==> src/rtl/spi_wm_pkg.sv <==
package spi_wm_pkg;
  localparam int WORD_W = 8;

  localparam logic [7:0] OFF_SCKDIV  = 8'h00;
  localparam logic [7:0] OFF_SCKMODE = 8'h04;
  localparam logic [7:0] OFF_CSID    = 8'h10;
  localparam logic [7:0] OFF_CSDEF   = 8'h14;
  localparam logic [7:0] OFF_CSMODE  = 8'h18;
  localparam logic [7:0] OFF_DLY0    = 8'h28;
  localparam logic [7:0] OFF_DLY1    = 8'h2C;
  localparam logic [7:0] OFF_FMT     = 8'h40;
  localparam logic [7:0] OFF_TXDATA  = 8'h48;
  localparam logic [7:0] OFF_RXDATA  = 8'h4C;
  localparam logic [7:0] OFF_TXMARK  = 8'h50;
  localparam logic [7:0] OFF_RXMARK  = 8'h54;
  localparam logic [7:0] OFF_FCTRL   = 8'h60;
  localparam logic [7:0] OFF_FFMT    = 8'h64;
  localparam logic [7:0] OFF_IE      = 8'h70;
  localparam logic [7:0] OFF_IP      = 8'h74;

  localparam logic [31:0] DLY_MASK = 32'h00FF_00FF;
  localparam logic [31:0] FMT_MASK = 32'h000F_000F;

  // control -> datapath strobes
  typedef struct packed {
    logic              txPush;
    logic [WORD_W-1:0] txWord;
    logic              rxPop;
  } fifoStrobe_t;
endpackage

==> src/rtl/spi_wm_fifo.sv <==
module spi_wm_fifo #(
  parameter int DEPTH = 8,
  parameter int WIDTH = 8,
  localparam int PTR_W = (DEPTH > 1) ? $clog2(DEPTH) : 1,
  localparam int CNT_W = $clog2(DEPTH + 1)
) (
  input  logic             clk,
  input  logic             rstN,
  input  logic             push,
  input  logic [WIDTH-1:0] pushData,
  input  logic             pop,
  output logic [WIDTH-1:0] popData,
  output logic [CNT_W-1:0] count,
  output logic             full,
  output logic             empty
);
  logic [WIDTH-1:0] mem [DEPTH];
  logic [PTR_W-1:0] wrPtr, rdPtr;
  logic doPush, doPop;

  assign full    = (count == CNT_W'(DEPTH));
  assign empty   = (count == '0);
  assign doPush  = push && !full;
  assign doPop   = pop && !empty;
  assign popData = mem[rdPtr];

  function automatic logic [PTR_W-1:0] nextPtr(input logic [PTR_W-1:0] p);
    return (p == PTR_W'(DEPTH - 1)) ? '0 : p + 1'b1;
  endfunction

  always_ff @(posedge clk) begin
    if (doPush) mem[wrPtr] <= pushData;
  end

  always_ff @(posedge clk or negedge rstN) begin
    if (!rstN) begin
      wrPtr <= '0;
      rdPtr <= '0;
      count <= '0;
    end else begin
      if (doPush) wrPtr <= nextPtr(wrPtr);
      if (doPop)  rdPtr <= nextPtr(rdPtr);
      if (doPush && !doPop)      count <= count + 1'b1;
      else if (doPop && !doPush) count <= count - 1'b1;
    end
  end

  a_r3_no_overflow: assert property (@(posedge clk) disable iff (!rstN)
    count <= CNT_W'(DEPTH));
  a_r3_full_drop: assert property (@(posedge clk) disable iff (!rstN)
    (push && full && !pop) |=> $stable(count));
  a_r5_empty_hold: assert property (@(posedge clk) disable iff (!rstN)
    (pop && empty && !push) |=> $stable(count) && $stable(rdPtr));
  a_r2_push_count: assert property (@(posedge clk) disable iff (!rstN)
    (push && !full && !pop) |=> count == $past(count) + 1'b1);
endmodule

==> src/rtl/spi_wm_dpath.sv <==
module spi_wm_dpath
  import spi_wm_pkg::*;
#(
  parameter int DEPTH = 8,
  localparam int CNT_W = $clog2(DEPTH + 1)
) (
  input  logic              clk,
  input  logic              rstN,
  input  fifoStrobe_t       strobe,
  input  logic              txPopReq,
  output logic [WORD_W-1:0] txPopData,
  output logic              txHasData,
  input  logic              rxPushReq,
  input  logic [WORD_W-1:0] rxPushData,
  output logic              rxHasRoom,
  output logic [CNT_W-1:0]  txCount,
  output logic [CNT_W-1:0]  rxCount,
  output logic              txFull,
  output logic              rxEmpty,
  output logic [WORD_W-1:0] rxHead
);
  logic txEmpty, rxFull;

  spi_wm_fifo #(.DEPTH(DEPTH), .WIDTH(WORD_W)) txFifo_i (
    .clk(clk), .rstN(rstN),
    .push(strobe.txPush), .pushData(strobe.txWord),
    .pop(txPopReq), .popData(txPopData),
    .count(txCount), .full(txFull), .empty(txEmpty));

  spi_wm_fifo #(.DEPTH(DEPTH), .WIDTH(WORD_W)) rxFifo_i (
    .clk(clk), .rstN(rstN),
    .push(rxPushReq), .pushData(rxPushData),
    .pop(strobe.rxPop), .popData(rxHead),
    .count(rxCount), .full(rxFull), .empty(rxEmpty));

  assign txHasData = !txEmpty;
  assign rxHasRoom = !rxFull;
endmodule

==> src/rtl/spi_wm_ctrl.sv <==
module spi_wm_ctrl
  import spi_wm_pkg::*;
#(
  parameter int DEPTH  = 8,
  parameter int NUM_CS = 4,
  parameter int ADDR_W = 8,
  localparam int CNT_W = $clog2(DEPTH + 1),
  localparam int CS_W  = (NUM_CS > 1) ? $clog2(NUM_CS) : 1
) (
  input  logic              clk,
  input  logic              rstN,
  input  logic              busSel,
  input  logic              busWrite,
  input  logic [ADDR_W-1:0] busAddr,
  input  logic [31:0]       busWdata,
  output logic [31:0]       busRdata,
  output logic              irq,
  output fifoStrobe_t       strobe,
  input  logic [CNT_W-1:0]  txCount,
  input  logic [CNT_W-1:0]  rxCount,
  input  logic              txFull,
  input  logic              rxEmpty,
  input  logic [WORD_W-1:0] rxHead,
  output logic [11:0]       sckDiv,
  output logic [1:0]        sckMode,
  output logic [CS_W-1:0]   csId,
  output logic [NUM_CS-1:0] csDefault,
  output logic [1:0]        csMode,
  output logic [31:0]       delay0,
  output logic [31:0]       delay1,
  output logic [31:0]       frameFmt,
  output logic              flashCtrl,
  output logic [31:0]       flashFmt
);
  logic [CNT_W-1:0] txMark, rxMark;
  logic [1:0] ieReg, ipBits;
  logic wrEn, rdEn;
  logic [7:0] offset;

  assign wrEn   = busSel && busWrite;
  assign rdEn   = busSel && !busWrite;
  assign offset = 8'(busAddr);

  assign ipBits[0] = (txCount < txMark);
  assign ipBits[1] = (rxCount > rxMark);
  assign irq       = |(ieReg & ipBits);

  always_comb begin
    strobe.txPush = wrEn && (offset == OFF_TXDATA);
    strobe.txWord = busWdata[WORD_W-1:0];
    strobe.rxPop  = rdEn && (offset == OFF_RXDATA) && !rxEmpty;
  end

  always_ff @(posedge clk or negedge rstN) begin
    if (!rstN) begin
      sckDiv    <= 12'd3;
      sckMode   <= '0;
      csId      <= '0;
      csDefault <= '1;
      csMode    <= '0;
      delay0    <= 32'h0001_0001;
      delay1    <= 32'h0000_0001;
      frameFmt  <= 32'h0008_0000;
      flashCtrl <= 1'b0;
      flashFmt  <= '0;
      txMark    <= CNT_W'(1);
      rxMark    <= '0;
      ieReg     <= '0;
    end else if (wrEn) begin
      case (offset)
        OFF_SCKDIV:  sckDiv    <= busWdata[11:0];
        OFF_SCKMODE: sckMode   <= busWdata[1:0];
        OFF_CSID:    csId      <= busWdata[CS_W-1:0];
        OFF_CSDEF:   csDefault <= busWdata[NUM_CS-1:0];
        OFF_CSMODE:  csMode    <= busWdata[1:0];
        OFF_DLY0:    delay0    <= busWdata & DLY_MASK;
        OFF_DLY1:    delay1    <= busWdata & DLY_MASK;
        OFF_FMT:     frameFmt  <= busWdata & FMT_MASK;
        OFF_FCTRL:   flashCtrl <= busWdata[0];
        OFF_FFMT:    flashFmt  <= busWdata;
        OFF_TXMARK:  txMark    <= busWdata[CNT_W-1:0];
        OFF_RXMARK:  rxMark    <= busWdata[CNT_W-1:0];
        OFF_IE:      ieReg     <= busWdata[1:0];
        default: ;
      endcase
    end
  end

  always_comb begin
    busRdata = '0;
    if (rdEn) begin
      case (offset)
        OFF_SCKDIV:  busRdata = 32'(sckDiv);
        OFF_SCKMODE: busRdata = 32'(sckMode);
        OFF_CSID:    busRdata = 32'(csId);
        OFF_CSDEF:   busRdata = 32'(csDefault);
        OFF_CSMODE:  busRdata = 32'(csMode);
        OFF_DLY0:    busRdata = delay0;
        OFF_DLY1:    busRdata = delay1;
        OFF_FMT:     busRdata = frameFmt;
        OFF_TXDATA:  busRdata = {txFull, 31'b0};
        OFF_RXDATA:  busRdata = rxEmpty ? 32'h8000_0000 : 32'(rxHead);
        OFF_TXMARK:  busRdata = 32'(txMark);
        OFF_RXMARK:  busRdata = 32'(rxMark);
        OFF_FCTRL:   busRdata = 32'(flashCtrl);
        OFF_FFMT:    busRdata = flashFmt;
        OFF_IE:      busRdata = 32'(ieReg);
        OFF_IP:      busRdata = 32'(ipBits);
        default:     busRdata = '0;
      endcase
    end
  end

  // with nothing enabled the line stays low
  a_r8_quiet_when_disabled: assert property (@(posedge clk) disable iff (!rstN)
    (ieReg == 2'b00) |-> !irq);
  // a drained transmit queue pends for any non-zero mark
  a_r6_drained_pends: assert property (@(posedge clk) disable iff (!rstN)
    (txCount == '0 && txMark != '0) |-> ipBits[0]);
  // an empty receive queue never produces a pop strobe
  a_r5_no_pop_empty: assert property (@(posedge clk) disable iff (!rstN)
    rxEmpty |-> !strobe.rxPop);
endmodule

==> src/rtl/spi_wm_regs.sv <==
module spi_wm_regs
  import spi_wm_pkg::*;
#(
  parameter int DEPTH  = 8,
  parameter int NUM_CS = 4,
  parameter int ADDR_W = 8,
  localparam int CNT_W = $clog2(DEPTH + 1),
  localparam int CS_W  = (NUM_CS > 1) ? $clog2(NUM_CS) : 1
) (
  input  logic              clk,
  input  logic              rstN,
  input  logic              busSel,
  input  logic              busWrite,
  input  logic [ADDR_W-1:0] busAddr,
  input  logic [31:0]       busWdata,
  output logic [31:0]       busRdata,
  output logic              irq,
  input  logic              txPopReq,
  output logic [7:0]        txPopData,
  output logic              txHasData,
  input  logic              rxPushReq,
  input  logic [7:0]        rxPushData,
  output logic              rxHasRoom,
  output logic [11:0]       sckDiv,
  output logic [1:0]        sckMode,
  output logic [CS_W-1:0]   csId,
  output logic [NUM_CS-1:0] csDefault,
  output logic [1:0]        csMode,
  output logic [31:0]       delay0,
  output logic [31:0]       delay1,
  output logic [31:0]       frameFmt,
  output logic              flashCtrl,
  output logic [31:0]       flashFmt
);
  fifoStrobe_t strobe;
  logic [CNT_W-1:0] txCount, rxCount;
  logic txFull, rxEmpty;
  logic [WORD_W-1:0] rxHead;

  spi_wm_ctrl #(.DEPTH(DEPTH), .NUM_CS(NUM_CS), .ADDR_W(ADDR_W)) ctrl_i (
    .clk(clk), .rstN(rstN),
    .busSel(busSel), .busWrite(busWrite), .busAddr(busAddr),
    .busWdata(busWdata), .busRdata(busRdata), .irq(irq),
    .strobe(strobe), .txCount(txCount), .rxCount(rxCount),
    .txFull(txFull), .rxEmpty(rxEmpty), .rxHead(rxHead),
    .sckDiv(sckDiv), .sckMode(sckMode), .csId(csId), .csDefault(csDefault),
    .csMode(csMode), .delay0(delay0), .delay1(delay1), .frameFmt(frameFmt),
    .flashCtrl(flashCtrl), .flashFmt(flashFmt));

  spi_wm_dpath #(.DEPTH(DEPTH)) dpath_i (
    .clk(clk), .rstN(rstN), .strobe(strobe),
    .txPopReq(txPopReq), .txPopData(txPopData), .txHasData(txHasData),
    .rxPushReq(rxPushReq), .rxPushData(rxPushData), .rxHasRoom(rxHasRoom),
    .txCount(txCount), .rxCount(rxCount), .txFull(txFull),
    .rxEmpty(rxEmpty), .rxHead(rxHead));
endmodule

==> config.mk <==
export PLATFORM = sky130hd
export DESIGN_NAME = spi_wm_regs
export DESIGN_NICKNAME = d
export VERILOG_FILES = /design/src/rtl/spi_wm_pkg.sv /design/src/rtl/spi_wm_fifo.sv /design/src/rtl/spi_wm_dpath.sv /design/src/rtl/spi_wm_ctrl.sv /design/src/rtl/spi_wm_regs.sv
export SDC_FILE = /design/constraint.sdc
export NUM_CORES = 1
export LEC_CHECK = 0
export ABC_CLOCK_PERIOD_IN_PS = 3900
export BUFFER_PORTS_ARGS = -buffer_cell sky130_fd_sc_hd__buf_2
export CAP_MARGIN = 40
export CORE_UTILIZATION = 59
export DETAILED_ROUTE_END_ITERATION = 8
export PLACE_DENSITY = 0.9
export SETUP_SLACK_MARGIN = 0.4
export SYNTH_ARGS = -nofsm -noshare
export SYNTH_HDL_FRONTEND = slang
export SYNTH_SLANG_ARGS = --single-unit
==> constraint.sdc <==
create_clock -name clk -period 3.9 [get_ports clk]
set_clock_uncertainty 0.2 [all_clocks]
set_input_delay 0.78 -clock clk [delete_from_list [all_inputs] [get_ports clk]]
set_output_delay 0.78 -clock clk [all_outputs]
set_load 0.005 [all_outputs]
* Word-level counts from Yosys, hierarchy flattened
Memory sizes are Yosys's and may differ from the RTL's.
Cells that the tools add are included.
W data, S select, Z words.
** Word-level totals
- Input bits :: 54
- Word-level logic and storage cells :: 109
- Register bits :: 125
- Output and inout bits :: 194
- Bits in writable memories :: 128
- Memories :: 2
** Operators by class
- Eq/ne operators :: 21
- Bitwise operators :: 1
- Mux-type cells :: 15
- Add/sub/neg operators :: 8
- Reduce and logical (&&, ||, !) cells :: 41
- Order comparisons :: 2
** Memory list
- dpath_i.rxFifo_i.mem :: words 8, bits a word 8, read ports 1, clocked after memory_dff 0, wr ports 1, line spi_wm_fifo.sv:17 : logic [WIDTH-1:0] mem [DEPTH];
- dpath_i.txFifo_i.mem :: words 8, bits a word 8, read ports 1, clocked after memory_dff 0, wr ports 1, line spi_wm_fifo.sv:17
** Operator list (count)
- $pmux W32 S16 :: 1
- $eq A8 B7 Y1 const B :: 9
- $mux W32 :: 2
- $reduce_and A2 Y1 :: 13
- $eq A8 B5 Y1 const B :: 3
- $eq A8 B6 Y1 const B :: 2
- $mux W4 :: 4
- $logic_and A1 B1 Y1 :: 13
- $add A3 B1 Y3 const B :: 4
- $eq A3 B3 Y1 const B :: 4
- $mux W3 :: 4
- $logic_not A1 Y1 :: 9
- $add A4 B1 Y4 const B :: 2
- $eq A4 B4 Y1 const B :: 2
- $eq A8 B3 Y1 const B :: 1
- $logic_not A4 Y1 :: 2
- $logic_not A8 Y1 :: 1
- $sub A4 B1 Y4 const B :: 2
- $gt A4 B4 Y1 :: 1
- $lt A4 B4 Y1 :: 1
- $mux W1 :: 4
- $reduce_bool A2 Y1 :: 2
- $and A2 B2 Y2 :: 1
- $reduce_or A2 Y1 :: 1

* Depth between registers and ports, before layout
Gate-level depths: netlist of run 1.
- Word-level depth :: 8
- Mapped depth :: 13
- Gate-level depth less buffers :: 12

* Cells and area by module
Synthesis of run 1 repeated with hierarchy kept, for this count alone.
** Second synthesis, totals
- Cell total of the unflattened synthesis :: 822
- Area total of the unflattened synthesis :: 12057.8 sq um
** By module, submodules not included
- spi_wm_fifo :: instances 2, cells each 159, area each 3160.5 sq um
- spi_wm_ctrl :: instances 1, cells each 502, area each 5729.2 sq um
- spi_wm_dpath :: instances 1, cells each 2, area each 7.5 sq um

* Least setup slack after synthesis of run 1
No wires, ideal clock.
- Path type :: input -> register
- Start point :: in busAddr[5]
- End point :: reg dpath_i.rxFifo_i.count[3]
- Cell stages on the path :: 13
- Required time :: 3.575 ns
- Slack :: 0.535 ns
- Arrival time :: 3.040 ns
- Path through :: buf_6 -> nor4b_4 -> nand4_1 -> or3_1 -> buf_6 -> ha_1 -> inv_1 -> ha_1 -> a21o_1 -> a21oi_1 -> xnor2_1 -> nor2_1 -> xor2_1
** On the way
- Word-level cells in the longest chain between the ends :: 7
** RTL lines
- start, declared :: line spi_wm_regs.sv:14 : input logic [ADDR_W-1:0] busAddr,
- $eq A8 B7 Y1 (*) :: line spi_wm_ctrl.sv:51 : strobe.rxPop = rdEn && (offset == OFF_RXDATA) && !rxEmpty;
- $logic_and A1 B1 Y1 (*) (2 in a row) :: line spi_wm_ctrl.sv:51
- $logic_and A1 B1 Y1 (*) :: line spi_wm_fifo.sv:24 : assign doPop = pop && !empty;
- $logic_not A1 Y1 :: line spi_wm_fifo.sv:43 : if (doPush && !doPop) count <= count + 1'b1;
- $logic_and A1 B1 Y1 :: line spi_wm_fifo.sv:43
- $mux W4 or $reduce_bool A2 Y1 (tied branches)
- end signal, assigned :: line spi_wm_fifo.sv:43
- end signal, assigned :: line spi_wm_fifo.sv:44 : else if (doPop && !doPush) count <= count - 1'b1;
- end, declared :: line spi_wm_fifo.sv:13 : output logic [CNT_W-1:0] count,
Every way passes the cells marked *; elsewhere a longest branch is shown, timed or not.
A chain may end at the register's enable or synchronous reset.

* Worst setup path in the final report of run 1
- Start point :: in busAddr[5]
- End point :: out busRdata[14]
** On the way
- Word-level cells in the longest chain between the ends :: 3
** RTL lines
- $eq A8 B7 Y1, or another cell as far along :: line spi_wm_ctrl.sv:92 : case (offset)
- $pmux W32 S16 (*) :: line spi_wm_ctrl.sv:92
- $mux W32 (*) :: line spi_wm_ctrl.sv:91 : if (rdEn) begin
- end, declared :: line spi_wm_regs.sv:16 : output logic [31:0] busRdata,
Marks and branches as above.

==> flow_summary.yaml, run 1 <==
floorplan:
  die_x_microns: 143
  rows: 51
  io-pin-count: 248
  die_area_sq_um: 20500
  start_util_pct: 60.4
  die_h_microns: 143
  fp.coreArea_sq_um: 19500
routing:
  vias: 7692
  ant_nets: 0
  wl_microns: 28800
  dr.pass1.iters: 5
  drcViolationCount: 0
  routedWlPerCell_microns: 22.3
  drt-initial-drc-count: 689
  viasPerCell: 5.94
grt:
  grt_pass1_vias: 7687
  antenna_found_initial: 0
  grt_max_degree: 48
  grt_pass1_wl_microns: 43400
  grt_usage_pct: 28.5
  gr-total-overflow: 0
layout:
  final_common_cell: "buf_2"
  diodes: 0
  fill_cells: 1245
  layout_common_cells: "buf_2 (189), edfxtp_1 (128), mux2_2 (117), dfrtp_1 (112), conb_1 (56)"
  syn_to_final_growth_pct: 16.6
  layout.nets: 1088
  drive_gt1_share_pct: 44.1
clock_tree:
  cts_root_buffer: "clkbuf_16"
  postCtsSetupRepairBufs: 0
  numCtsBuffers: 25
  path_clk_slew_ps: 60
  clkLatencyLatePin_ps: 510
  h-tree-depth: 1
  cts_tree: "done"
  clock_sinks: 253
  cts_max_path_buffers: 3
timing:
  timing.hold.ws_ps: 83.1
  grt_setup_unrepaired: "true"
  period_needed_ps: 3500
  final_hold_viol_count: 0
  max_clock_freq_mhz: 286
  slew_viol_final: 0
  tightest_slew_ps: 788
  finalCritPeriodShare_pct: 89.7
  setup_viol: 0
  tns_ps: 0
  slew_headroom_pct: 47.3
setup_path:
  path_cells: "buf_2 > nand2b_1 > nor3_2 > nand2_1 > a31oi_1 > buf_4 > and3_1 > buf_2"
  cp_data_arrival_time_ps: 2520
  worst_setup_path_end_kind: "primary output"
  path_max_fanout: 16
  critPathSlowestCell: "a31oi_1"
  max_stage_delay_ps: 340
  crit_path_start_kind: "primary input"
  critical_path_class: "in -> out"
  cp_top_family: "simple AND/OR/NAND/NOR gates"
  cp.required_ps: 2920
  crit_top_cell: "buf_2"
  r2r_setup_slack_ps: 960
  path_buf_inv: 3
yosys:
  syn_area_sq_um: 11800
  synth_async_sr_flop_share_pct: 49.4
  synth-seq-cells: 253
  synth_flop_cell: "edfxtp_1"
  yosysSeqAreaShare_pct: 59.4
  syn_inst: 798
  synth.avg_cell_area_sq_um: 14.7
  ys_types: 62
  synth_edf_count: 128
  yosysWarnings: 0
power:
  p_switching_mw: 1.72
  p_leak_nw: 6.08
  power_frac_comb_pct: 17.3
  power.density_nw_per_um2: 483
  cellInternalPower_mw: 4.90
  p_sw_share_pct: 26.0
  clkPwrFrac_pct: 33.9
  peakVddDrop_uv: 411
  finalPower_mw: 6.62
  seq_power_share_pct: 48.9
run_status:
  status: "finished, final reports clean"
run:
  cap_violations: 0
placed_design:
  dp_hpwl_microns: 20200
  io_buffers: 191
  gp_congestion: 0.944
min_path:
  hold_path.class: "in -> async"
## final cells by class
type | instances | area [sq um] | area share [%]
Sequential cell | 253 | 6990 | 51.0
Clock buffer | 41 | 736 | 5.37
Tap cell | 265 | 332 | 2.42
Inverter | 12 | 45.0 | 0.329
Multi-Input combinational cell | 494 | 4330 | 31.6
Clock inverter | 4 | 25.0 | 0.183
Timing Repair Buffer | 225 | 1240 | 9.09
## cell families after synthesis
| family | after synthesis | share of synthesized area, % |
|---|---|---|
| other cells | 1 | 0.0319 |
| simple gates | 154 | 7.13 |
| compound gates | 86 | 5.14 |
| flops | 253 | 59.4 |
| mux | 166 | 19.3 |
| fa+ha+maj | 23 | 2.58 |
| buf+inv | 106 | 5.67 |
| xor+xnor | 9 | 0.671 |
## synth_stat cells (6+ instances only)
| cell type | instances | area share, % |
|---|---|---|
| a21oi_1 | 16 | 0.68 |
| a222oi_1 | 6 | 0.51 |
| a22oi_1 | 20 | 1.3 |
| a31oi_1 | 10 | 0.53 |
| and3_1 | 12 | 0.64 |
| buf_2 | 20 | 0.85 |
| buf_4 | 59 | 3.8 |
| clkbuf_1 | 9 | 0.29 |
| dfrtp_1 | 114 | 24 |
| dfstp_2 | 11 | 2.5 |
| edfxtp_1 | 128 | 33 |
| ha_1 | 21 | 2.2 |
| inv_1 | 12 | 0.38 |
| mux2_2 | 117 | 11 |
| mux2_4 | 12 | 1.5 |
| mux4_2 | 32 | 6.1 |
| nand2_1 | 50 | 1.6 |
| nand2b_1 | 13 | 0.69 |
| nor2_1 | 27 | 0.86 |
| nor3_1 | 17 | 0.72 |
| o21ai_0 | 11 | 0.47 |
| xnor2_1 | 7 | 0.52 |
## metrics by stage
stage / setup WS (ps) / std cells / utilization [%] / cell area, sq um
floorplan: 535 / 853 / - / 12000
global placement: 348 / 1248 / 66.3 / 12900
detailed placement: 266 / 1248 / 66.3 / 12900
CTS: 408 / 1293 / 70.2 / 13700
global route: 351 / 1294 / 70.4 / 13700
finish: 402 / 1294 / 70.4 / 13700
## sequential cells by signal, summed over array words and instances (netlist names), 8 cells and up
| name | count |
|---|---|
| dpath_i.rxFifo_i.mem | 64 |
| dpath_i.txFifo_i.mem | 64 |
| ctrl_i.flashFmt | 32 |
| ctrl_i.delay0 | 16 |
| ctrl_i.delay1 | 16 |
| ctrl_i.sckDiv | 12 |
| ctrl_i.frameFmt | 8 |
## timing repair
action / CTS / global route
hold buffers: 0 / 0
setup endpoints to repair: 8 / 15
resized for setup: 2 / 9
## layer usage
layer  track usage (%)  up-vias  wire [microns]
li1                  -     3332               -
met1              36.7     3864           11100
met2              47.2      409           14400
met3              5.90       87            2260
met4              11.6        0            1100
met5                 0        -               0
## worst paths after layout
| path | startpoint | end | depth (start not counted) |
|---|---|---|---|
| max in group asynchronous | rstN | ctrl_i.delay0[16]$_DFFE_PN1P_ | 2 |
| min reg2reg | ctrl_i.flashFmt[13]$_DFFE_PN0P_ | ctrl_i.flashFmt[13]$_DFFE_PN0P_ | 1 |
| max | busAddr[5] | busRdata[14] | 8 |
| min | rstN | dpath_i.txFifo_i.rdPtr[2]$_DFFE_PN0P_ | 1 |
| max reg2reg | dpath_i.rxFifo_i.count[0]$_DFFE_PN0P_ | dpath_i.rxFifo_i.count[3]$_DFFE_PN0P_ | 12 |
| min in group clk | busWdata[13] | ctrl_i.flashFmt[13]$_DFFE_PN0P_ | 2 |
## power by group through the flow
stage / registers [mW] / logic, mW / clock network, mW
global route: 3.26 / 1.29 / 2.37
floorplan: 3.19 / 0.867 / 0
CTS: 3.24 / 1.15 / 2.26
finish: 3.24 / 1.14 / 2.24
detailed placement: 3.28 / 1.14 / 0
global placement: 3.27 / 1.09 / 0
Power figures use the tool's default switching activity.
==> inputs of run 2 (changes only) <==
- ABC_AREA: not set -> 1
==> flow_summary.yaml, run 2 <==
power:
  peakVddDrop_uv: 577
  seq_power_share_pct: 46.7
  clkPwrFrac_pct: 34.4
  power_frac_comb_pct: 18.9
  p_switching_mw: 2.00
  cellInternalPower_mw: 4.89
  power.density_nw_per_um2: 500
  p_leak_nw: 6.39
  p_sw_share_pct: 29.1
timing:
  finalCritPeriodShare_pct: 87.4
  timing.hold.ws_ps: 101
  setup_viol: 0
  tightest_slew_ps: 987
  final_hold_viol_count: 0
  slew_headroom_pct: 34.2
  tns_ps: 0
  slew_viol_final: 0
  grt_setup_unrepaired: "false"
  period_needed_ps: 3410
  max_clock_freq_mhz: 293
routing:
  dr.pass1.iters: 5
  wl_microns: 30500
  drcViolationCount: 0
  vias: 9475
  drt-initial-drc-count: 815
  routedWlPerCell_microns: 17.6
  ant_nets: 0
  viasPerCell: 5.48
grt:
  grt_usage_pct: 29.3
  grt_pass1_wl_microns: 46600
  grt_max_degree: 53
  gr-total-overflow: 0
  grt_pass1_vias: 8914
  antenna_found_initial: 1
setup_path:
  cp_data_arrival_time_ps: 2430
  r2r_start: "dpath_i.rxFifo_i.count[1]$_DFFE_PN0P_"
  crit_top_cell: "nor2_1"
  crit_cells: 8
  r2r_setup_slack_ps: 1240
  path_cells: "buf_4 > nor2_1 > nor2_1 > o21ai_0 > o211ai_1 > nand3_1 > a21oi_1 > buf_2"
  path_buf_inv: 2
  critPathSlowestCell: "dfrtp_1"
  cp_top_family: "buffers and inverters"
  crit_path_start_kind: "register"
  cp.required_ps: 2920
  crit_start: "dpath_i.rxFifo_i.rdPtr[0]$_DFFE_PN0P_"
  max_stage_delay_ps: 480
  critical_path_class: "reg -> out"
  r2r-end: "dpath_i.rxFifo_i.count[3]$_DFFE_PN0P_"
  endpoint: "busRdata[6]"
  worst_setup_path_end_kind: "primary output"
  path_max_fanout: 34
  worst-r2r-cell-count: 13
placed_design:
  postPlaceCellArea_sq_um: 13000
  gp_congestion: 0.927
  dp.cells: 1679
  dp_hpwl_microns: 21500
  io_buffers: 191
yosys:
  yosysSeqAreaShare_pct: 58.3
  synthTopCellsByArea: "edfxtp_1 (32%), dfrtp_1 (24%), nand2_1 (9.6%)"
  synth.avg_cell_area_sq_um: 9.55
  synth_edf_count: 128
  synth_flop_cell: "edfxtp_1"
  synth_top_area_cell: "edfxtp_1"
  synth_async_sr_flop_share_pct: 49.4
  synth_common_cells: "nand2_1 (306), nor2_1 (156), edfxtp_1 (128)"
  synth_top_area_share_pct: 32.1
  yosysWarnings: 0
  synth.most_common_cell: "nand2_1"
  syn_inst: 1254
  syn_area_sq_um: 12000
  ys_types: 44
  synth-seq-cells: 253
layout:
  fin_area_sq_um: 13800
  drive_gt1_share_pct: 20.5
  fin_util_pct: 70.2
  syn_to_final_growth_pct: 15.2
  finalNonFillerCells: 1729
  reg_top3: "dpath_i.rxFifo_i.mem x64, dpath_i.txFifo_i.mem x64, ctrl_i.flashFmt x32"
  fill_cells: 1461
  multi_input_area_sq_um: 4180
  final_common_cell: "nand2_1"
  seq_area_sq_um: 6990
  layout.nets: 1520
  layout_common_cells: "nand2_1 (306), buf_2 (190), nor2_1 (156), edfxtp_1 (128), o21ai_0 (118)"
clock_tree:
  postCtsSetupRepairBufs: 0
  cts_max_path_buffers: 3
  clock_sinks: 253
  path_clk_slew_ps: 60
  cts_tree: "done"
  clkLatencyLatePin_ps: 510
  h-tree-depth: 1
  numCtsBuffers: 26
  cts_root_buffer: "clkbuf_16"
floorplan:
  die_x_microns: 144
  die_h_microns: 144
  die_area_sq_um: 20900
  start_util_pct: 60.9
  fp.coreArea_sq_um: 19700
  io-pin-count: 248
  rows: 51
min_path:
  hold_path.class: "in -> async"
run:
  cap_violations: 0
run_status:
  status: "finished, final reports clean"
[run 2: metrics by stage]
step | total power [mW] | worst slack (ps)
2_1_floorplan | 4.12 | 981
3_3_place_gp | 4.44 | 613
3_5_place_dp | 4.54 | 529
4_1_cts | 6.91 | 444
5_1_grt | 7.23 | 405
6_report | 6.89 | 491
[run 2: logic make-up (layout without fill, tap and decap cells)]
group / count (synthesis) / count (layout) / synth area share [%]
AND/OR/NAND/NOR: 548 / 548 / 18.7
flip-flops: 253 / 253 / 58.3
AO/OA/AOI/OAI: 211 / 211 / 9.92
buffers and inverters: 198 / 352 / 8.47
adder cells (fa/ha/maj): 23 / 23 / 2.53
multiplexers: 12 / 12 / 1.44
XOR/XNOR: 8 / 8 / 0.585
other: 1 / 57 / 0.0313
[run 2: final cells by class]
cell class,instances,area share [%]
well taps,265,2.40
repair inverters,1,0.0363
clock inverters,12,0.608
repair buffers,208,8.02
inverters,95,2.63
multi-input cells,858,30.3
flip-flops and latches,253,50.7
clock buffers,36,5.29
diodes,1,0.0181
[run 2: worst min path at each step]
stage / from / to / slack (ps) / cells after the start
floorplan: ctrl_i.txMark[1]$_DFFE_PN0P_ / ctrl_i.txMark[1]$_DFFE_PN0P_ / 250 / 2
global placement: ctrl_i.txMark[1]$_DFFE_PN0P_ / ctrl_i.txMark[1]$_DFFE_PN0P_ / 270 / 2
detailed placement: ctrl_i.txMark[1]$_DFFE_PN0P_ / ctrl_i.txMark[1]$_DFFE_PN0P_ / 280 / 2
CTS: rstN / dpath_i.rxFifo_i.rdPtr[2]$_DFFE_PN0P_ / 120 / 1
global route: rstN / dpath_i.txFifo_i.wrPtr[1]$_DFFE_PN0P_ / 140 / 1
finish: rstN / dpath_i.txFifo_i.wrPtr[1]$_DFFE_PN0P_ / 100 / 1
[run 2: layer usage]
metal,up-vias,GRT usage [%],routed length (microns)
met3,101,6.62,2800
met4,2,11.5,1130
met1,4449,36.3,11500
met2,483,49.8,15000
li1,4440,-,-
met5,-,0,8
[run 2: power groups by stage]
stage | Combinational [mW] | Sequential (mW) | Clock (mW)
after floorplan | 0.947 | 3.17 | 0
after global placement | 1.19 | 3.24 | 0
after detailed placement | 1.28 | 3.26 | 0
after CTS | 1.30 | 3.21 | 2.40
after global routing | 1.50 | 3.24 | 2.49
final | 1.30 | 3.21 | 2.37
[run 2: what timing repair did]
action / in CTS / in global routing
hold buffers: 0 / 0
hold endpoints to repair: 0 / 0
gates resized for setup: 0 / 2
setup endpoints to repair: 0 / 6
